[config.mk]
export PLATFORM = sky130hd
export DESIGN_NAME = alu8_core
export DESIGN_NICKNAME = d
export VERILOG_FILES = /design/src/rtl/alu8_pkg.sv /design/src/rtl/alu8_addsub.sv /design/src/rtl/alu8_bitwise.sv /design/src/rtl/alu8_rotshift.sv /design/src/rtl/alu8_core.sv
export SDC_FILE = /design/constraint.sdc
export NUM_CORES = 1
export LEC_CHECK = 0
export ABC_AREA = 1
export BUFFER_PORTS_ARGS = -buffer_cell sky130_fd_sc_hd__buf_2
export CAP_MARGIN = 10
export CORE_MARGIN = 2
export CORE_UTILIZATION = 35
export DETAILED_ROUTE_END_ITERATION = 10
export GPL_TIMING_DRIVEN = 0
export PLACE_DENSITY = 0.56
export SLEW_MARGIN = 10
export SYNTH_ARGS = -nofsm -noshare
export SYNTH_HDL_FRONTEND = slang
export SYNTH_SLANG_ARGS = --single-unit
export TNS_END_PERCENT = 10
[constraint.sdc]
create_clock -name clk -period 7.4 [get_ports clk]
set_clock_uncertainty 0.1 [all_clocks]
set_input_delay 1.11 -clock clk [delete_from_list [all_inputs] [get_ports clk]]
set_output_delay 1.11 -clock clk [all_outputs]
set_load 0.02 [all_outputs]
[src/rtl/alu8_pkg.sv]
package alu8_pkg;

  typedef enum logic [3:0] {
    OP_ADD = 4'd0,  OP_ADC = 4'd1,  OP_SUB = 4'd2,  OP_SBC = 4'd3,
    OP_AND = 4'd4,  OP_OR  = 4'd5,  OP_XOR = 4'd6,  OP_RLT = 4'd7,
    OP_RRT = 4'd8,  OP_RLC = 4'd9,  OP_RRC = 4'd10, OP_SLA = 4'd11,
    OP_SRA = 4'd12, OP_SRL = 4'd13, OP_SCF = 4'd14, OP_CCF = 4'd15
  } alu_op_e;

  localparam int FB_C  = 0;
  localparam int FB_N  = 1;
  localparam int FB_PV = 2;
  localparam int FB_H  = 4;
  localparam int FB_Z  = 6;
  localparam int FB_S  = 7;

  // Assemble the flag byte; spare bits 3 and 5 stay zero.
  function automatic logic [7:0] pack_flags(input logic s, input logic z,
                                            input logic h, input logic pv,
                                            input logic n, input logic c);
    logic [7:0] f;
    f        = 8'h00;
    f[FB_S]  = s;
    f[FB_Z]  = z;
    f[FB_H]  = h;
    f[FB_PV] = pv;
    f[FB_N]  = n;
    f[FB_C]  = c;
    return f;
  endfunction

endpackage

[src/rtl/alu8_addsub.sv]
module alu8_addsub #(
  parameter int W = 8
) (
  input  logic [W-1:0] a_i,
  input  logic [W-1:0] b_i,
  input  logic         cin_i,
  input  logic         sub_i,
  output logic [W-1:0] sum_o,
  output logic         cy_o,
  output logic         hc_o,
  output logic         ov_o
);
  localparam int H = W / 2;

  logic [W-1:0] b_x;
  logic         c_x;
  logic [W:0]   full;
  logic [H:0]   low;

  // Subtraction is a + ~b + ~cin; borrow is the inverted carry.
  always_comb begin
    b_x   = sub_i ? ~b_i : b_i;
    c_x   = sub_i ^ cin_i;
    full  = {1'b0, a_i} + {1'b0, b_x} + {{W{1'b0}}, c_x};
    low   = {1'b0, a_i[H-1:0]} + {1'b0, b_x[H-1:0]} + {{H{1'b0}}, c_x};
    sum_o = full[W-1:0];
    cy_o  = full[W] ^ sub_i;
    hc_o  = low[H] ^ sub_i;
    ov_o  = (a_i[W-1] == b_x[W-1]) && (full[W-1] != a_i[W-1]);
  end
endmodule

[src/rtl/alu8_bitwise.sv]
module alu8_bitwise #(
  parameter int W = 8
) (
  input  alu8_pkg::alu_op_e op_i,
  input  logic [W-1:0]      a_i,
  input  logic [W-1:0]      b_i,
  output logic [W-1:0]      res_o
);
  import alu8_pkg::*;

  always_comb begin
    case (op_i)
      OP_AND:  res_o = a_i & b_i;
      OP_OR:   res_o = a_i | b_i;
      default: res_o = a_i ^ b_i;
    endcase
  end
endmodule

[src/rtl/alu8_rotshift.sv]
module alu8_rotshift #(
  parameter int W = 8
) (
  input  alu8_pkg::alu_op_e op_i,
  input  logic [W-1:0]      a_i,
  input  logic              cin_i,
  output logic [W-1:0]      res_o,
  output logic              cy_o
);
  import alu8_pkg::*;

  logic msb, lsb;
  assign msb = a_i[W-1];
  assign lsb = a_i[0];

  always_comb begin
    case (op_i)
      OP_RLT:  begin res_o = {a_i[W-2:0], cin_i}; cy_o = msb; end
      OP_RRT:  begin res_o = {cin_i, a_i[W-1:1]}; cy_o = lsb; end
      OP_RLC:  begin res_o = {a_i[W-2:0], msb};   cy_o = msb; end
      OP_RRC:  begin res_o = {lsb, a_i[W-1:1]};   cy_o = lsb; end
      OP_SLA:  begin res_o = {a_i[W-2:0], 1'b0};  cy_o = msb; end
      OP_SRA:  begin res_o = {msb, a_i[W-1:1]};   cy_o = lsb; end
      default: begin res_o = {1'b0, a_i[W-1:1]};  cy_o = lsb; end
    endcase
  end
endmodule

[src/rtl/alu8_core.sv]
module alu8_core #(
  parameter int DATA_W = 8
) (
  input  logic              clk,
  input  logic              rst_n,
  input  logic [3:0]        op_i,
  input  logic [DATA_W-1:0] a_i,
  input  logic [DATA_W-1:0] b_i,
  input  logic              wr_en_i,
  output logic [DATA_W-1:0] res_o,
  output logic [7:0]        flags_nxt_o,
  output logic [7:0]        flags_o
);
  import alu8_pkg::*;

  alu_op_e op;
  assign op = alu_op_e'(op_i);

  // Named class decodes, also watched by the checker.
  logic is_arith, is_sub, is_logic, is_shift, is_cflag;
  assign is_arith = (op_i <= 4'd3);
  assign is_sub   = (op == OP_SUB) || (op == OP_SBC);
  assign is_logic = (op == OP_AND) || (op == OP_OR) || (op == OP_XOR);
  assign is_shift = (op_i >= 4'd7) && (op_i <= 4'd13);
  assign is_cflag = (op == OP_SCF) || (op == OP_CCF);

  logic [7:0] flags_q;
  logic       c_cur;
  assign c_cur = flags_q[FB_C];

  logic              use_cin;
  logic [DATA_W-1:0] as_sum, lg_res, rs_res;
  logic              as_cy, as_hc, as_ov, rs_cy;

  assign use_cin = (op == OP_ADC) || (op == OP_SBC);

  alu8_addsub #(.W(DATA_W)) u_addsub (
    .a_i(a_i), .b_i(b_i), .cin_i(use_cin & c_cur), .sub_i(is_sub),
    .sum_o(as_sum), .cy_o(as_cy), .hc_o(as_hc), .ov_o(as_ov)
  );

  alu8_bitwise #(.W(DATA_W)) u_bitwise (
    .op_i(op), .a_i(a_i), .b_i(b_i), .res_o(lg_res)
  );

  alu8_rotshift #(.W(DATA_W)) u_rotshift (
    .op_i(op), .a_i(a_i), .cin_i(c_cur), .res_o(rs_res), .cy_o(rs_cy)
  );

  logic res_s, res_z, res_par;
  assign res_s   = res_o[DATA_W-1];
  assign res_z   = (res_o == '0);
  assign res_par = ~^res_o;

  always_comb begin
    if (is_arith) begin
      res_o       = as_sum;
      flags_nxt_o = pack_flags(res_s, res_z, as_hc, as_ov, is_sub, as_cy);
    end else if (is_logic) begin
      res_o       = lg_res;
      flags_nxt_o = pack_flags(res_s, res_z, 1'b0, res_par, 1'b0, 1'b0);
    end else if (is_shift) begin
      res_o       = rs_res;
      flags_nxt_o = pack_flags(res_s, res_z, 1'b0, res_par, 1'b0, rs_cy);
    end else begin
      res_o       = a_i;
      flags_nxt_o = pack_flags(flags_q[FB_S], flags_q[FB_Z], 1'b0,
                               flags_q[FB_PV], 1'b0,
                               (op == OP_SCF) ? 1'b1 : ~c_cur);
    end
  end

  always_ff @(posedge clk or negedge rst_n) begin
    if (!rst_n)       flags_q <= 8'h00;
    else if (wr_en_i) flags_q <= flags_nxt_o;
  end

  assign flags_o = flags_q;
endmodule

==> results by group <==
Status
  – Run status: finished clean

CTS
  – CTS sink cnt: 6
  – Clock-pin slew on the worst setup and hold paths: 0.04 ns
  – Clk buf depth: 2
  – CTS buffer count: 3
  – H-tree Lvls: 1
  – Postcts setup bufs: 0
  – Skew-Pair Late Insertion Delay: 0.22 ns
  – PostCTS Resize Cnt: 0
  – CTS root buffer: clkbuf_8
  – TritonCTS clock tree: done
  – # hold bufs at CTS: 0

Setup path
  – Worst path slowest cell: fa_1
  – Largest stage delay, worst path: 0.49 ns
  – Required @ worst endpoint: 6.19 ns
  – Startpoint class of the critical path: primary input
  – Critical-path maximum fanout: 10
  – Nature of the critical path endpoint: primary output
  – Critical path class: primary input to primary output
  – CP cell instances: buf_2, nor2_1, inv_1, nor2_1, buf_4, xor2_1, fa_1, fa_1, nand2_1, nand2_1, xor2_1, o21ai_0, ha_1, xor2_1, xor2_1, nand2_1, nand3_1, buf_2
  – CP most frequent cell: xor2_1
  – CP Data Arrival Time: 4.75 ns

Timing
  – Setup ws final: 1.44 ns
  – Worst hold slack: 0.370 ns
  – Fin Setup TNS: 0 ns
  – Max-slew violation count: 0
  – Min cycle time layout: 5.96 ns
  – Setup violations, final: 0
  – Fin. Hold Viols: 0
  – Final Cycle Share: 0.806
  – Fmax: 168 MHz
  – RSZ-0062 raised after global routing: false
  – Rel. slew slack: 0.609
  – Worst-Margin Slew: 0.583 ns

Pwr
  – Cell Pwr Density: 134 mW/mm^2
  – Worst IR drop on VDD: 0.000104 V
  – Leakage power: 0.00130 uW
  – Power Total: 299 uW

Placement
  – Dpl ws: 1.41 ns
  – GPL Wtd Cong: 0.849
  – DP HPWL: 4.37 mm
  – Port buffer count: 40

GRT
  – GR peak layer: met2
  – Initial antenna violation count: 0
  – Grt total ovfl: 0
  – GRT Total Usage: 0.185
  – GR Util met2: 0.300
  – Vias in the first global route: 1913
  – GR Util met3: 0.0186
  – Global-route wire length before repair: 9.04 mm
  – Met1 Usage GRT: 0.255
  – Largest net degree at the start of global routing: 11

Yosys
  – Netlist cell types: 36
  – EDFF count, synth: 0
  – Syn_area_per_cell: 6.20 um^2
  – Largest family of logic cells by synthesized area: simple AND/OR/NAND/NOR gates
  – Post-synth top cells: nand2_1, inv_1, ha_1, a21oi_1, nand3_1
  – Synth Area in Adders: 0.206
  – Synthesized cell area: 0.00189 mm^2
  – Simple-gate share of the synthesized area: 0.338
  – Post-synthesis mux area share: 0
  – Most common cell in the netlist: nand2_1
  – Sequential area share after synthesis: 0.0794
  – Synth Area in Compound Gates: 0.165
  – Synthesis warning total: 0
  – Area fraction of the dominant cell type after synthesis: 0.185
  – Cell taking the most area after synthesis: ha_1
  – Cell count after synthesis: 305
  – Xor/xnor share of the synthesized area: 0.0741
  – Main synth FF type: dfrtp_1
  – Synth Register Bits: 6
  – Area contributors post-synth: ha_1, nand2_1, dfrtp_1, inv_1, a21oi_1
  – Post-synth ARST share: 1.00

Floorplanning
  – Std cell rows: 26
  – Horiz. Die Dim: 77.5 um
  – Initial Utilization: 0.366
  – Die height: 77.5 um
  – Ports: 47
  – Full die area: 0.00601 mm^2
  – Core area: 0.00517 mm^2

Drt
  – # DRC: 0
  – Drt first-iter violations: 84
  – Wire length per cell: 12.7 um
  – Routed Antenna Nets: 0
  – Total number of vias: 2001
  – Final WL: 5.33 mm
  – TritonRoute pass-1 iters: 4
  – Vias/cell: 4.75

Worst hold path
  – Worst Hold Class: register to register

Job
  – Max-cap violations: 0

Cells and area
  – Nets@finish: 406
  – Ant. Diodes: 0
  – Max FFs per register: 6
  – Area delta synth->final: 18.0%
  – Fillers: 577
  – Share of layout cells above drive strength 1: 0.205
-- where the power goes --
group	switching (uW)	internal (uW)
clock	14.6	35.0
combinational	129	77.3
sequential	4.24	38.3
-- cells in the final DEF (no fill, tap or decap), types with 3 or more instances in the layout --
| cell type | netlist | routed |
|---|---|---|
| nor2_1 | 17 | 17 |
| nand2_1 | 88 | 88 |
| buf_4 | 8 | 8 |
| dfrtp_1 | 6 | 6 |
| inv_2 | 4 | 4 |
| o211ai_1 | 6 | 6 |
| a21oi_1 | 23 | 23 |
| o21ai_0 | 14 | 14 |
| nor3_1 | 3 | 3 |
| nand2_2 | 4 | 4 |
| ha_1 | 28 | 28 |
| buf_2 | 1 | 41 |
| nand4_1 | 5 | 5 |
| conb_1 | 1 | 4 |
| inv_1 | 35 | 35 |
| nand3_1 | 21 | 21 |
| xor2_1 | 13 | 13 |
| nor2_4 | 3 | 3 |
| xnor2_1 | 3 | 3 |
| clkbuf_8 | 1 | 4 |
-- routing by layer --
metal | wire length [um] | vias to the layer above
li1 | - | 1074
met1 | 2540 | 852
met2 | 2330 | 66
met3 | 335 | 9
met4 | 134 | 0
met5 | 0 | -
-- critical path, delay by kind of cell --
family	cells	cell delay (ns)
simple gates	6	0.84
compound gates	1	0.23
xor+xnor	4	0.62
buf+inv	4	0.68
fa+ha+maj	3	1.24
-- cell families after synthesis --
logic type               after synthesis
XOR/XNOR                              16
other                                  1
AO/OA/AOI/OAI                         54
flip-flops                             6
AND/OR/NAND/NOR                      146
adder cells (fa/ha/maj)               30
buffers and inverters                 52
-- final timing paths --
path                                  from             end  slack (ns)  cells past startpoint
worst max-delay path               op_i[2]  flags_nxt_o[2]        1.44                     18
worst min-delay path            flags_o[1]      flags_o[1]        0.37                      2
min in group asynchronous            rst_n      flags_o[4]        0.61                      1
max in group asynchronous            rst_n      flags_o[6]        6.44                      1
worst max register to register  flags_o[0]      flags_o[2]        4.07                     16
worst min register to register  flags_o[1]      flags_o[1]        0.37                      2
-- per-stage QoR --
stage	cell area [um^2]	cells	util
CTS	2230	421	0.432
global route	2230	421	0.432
floorplan	1900	308	-
global placement	2190	418	0.424
finish	2230	421	0.432
detailed placement	2190	418	0.424
-- area by class of cell --
type | instances | area, um^2 | area share
multi-input cells | 250 | 1500 | 0.670
repair buffers | 40 | 200 | 0.0897
inverters | 40 | 155 | 0.0695
flip-flops and latches | 6 | 150 | 0.0673
plain buffers | 12 | 101 | 0.0454
well taps | 70 | 87.6 | 0.0392
clock buffers | 3 | 41.3 | 0.0185
Power figures use the tool's default switching activity.
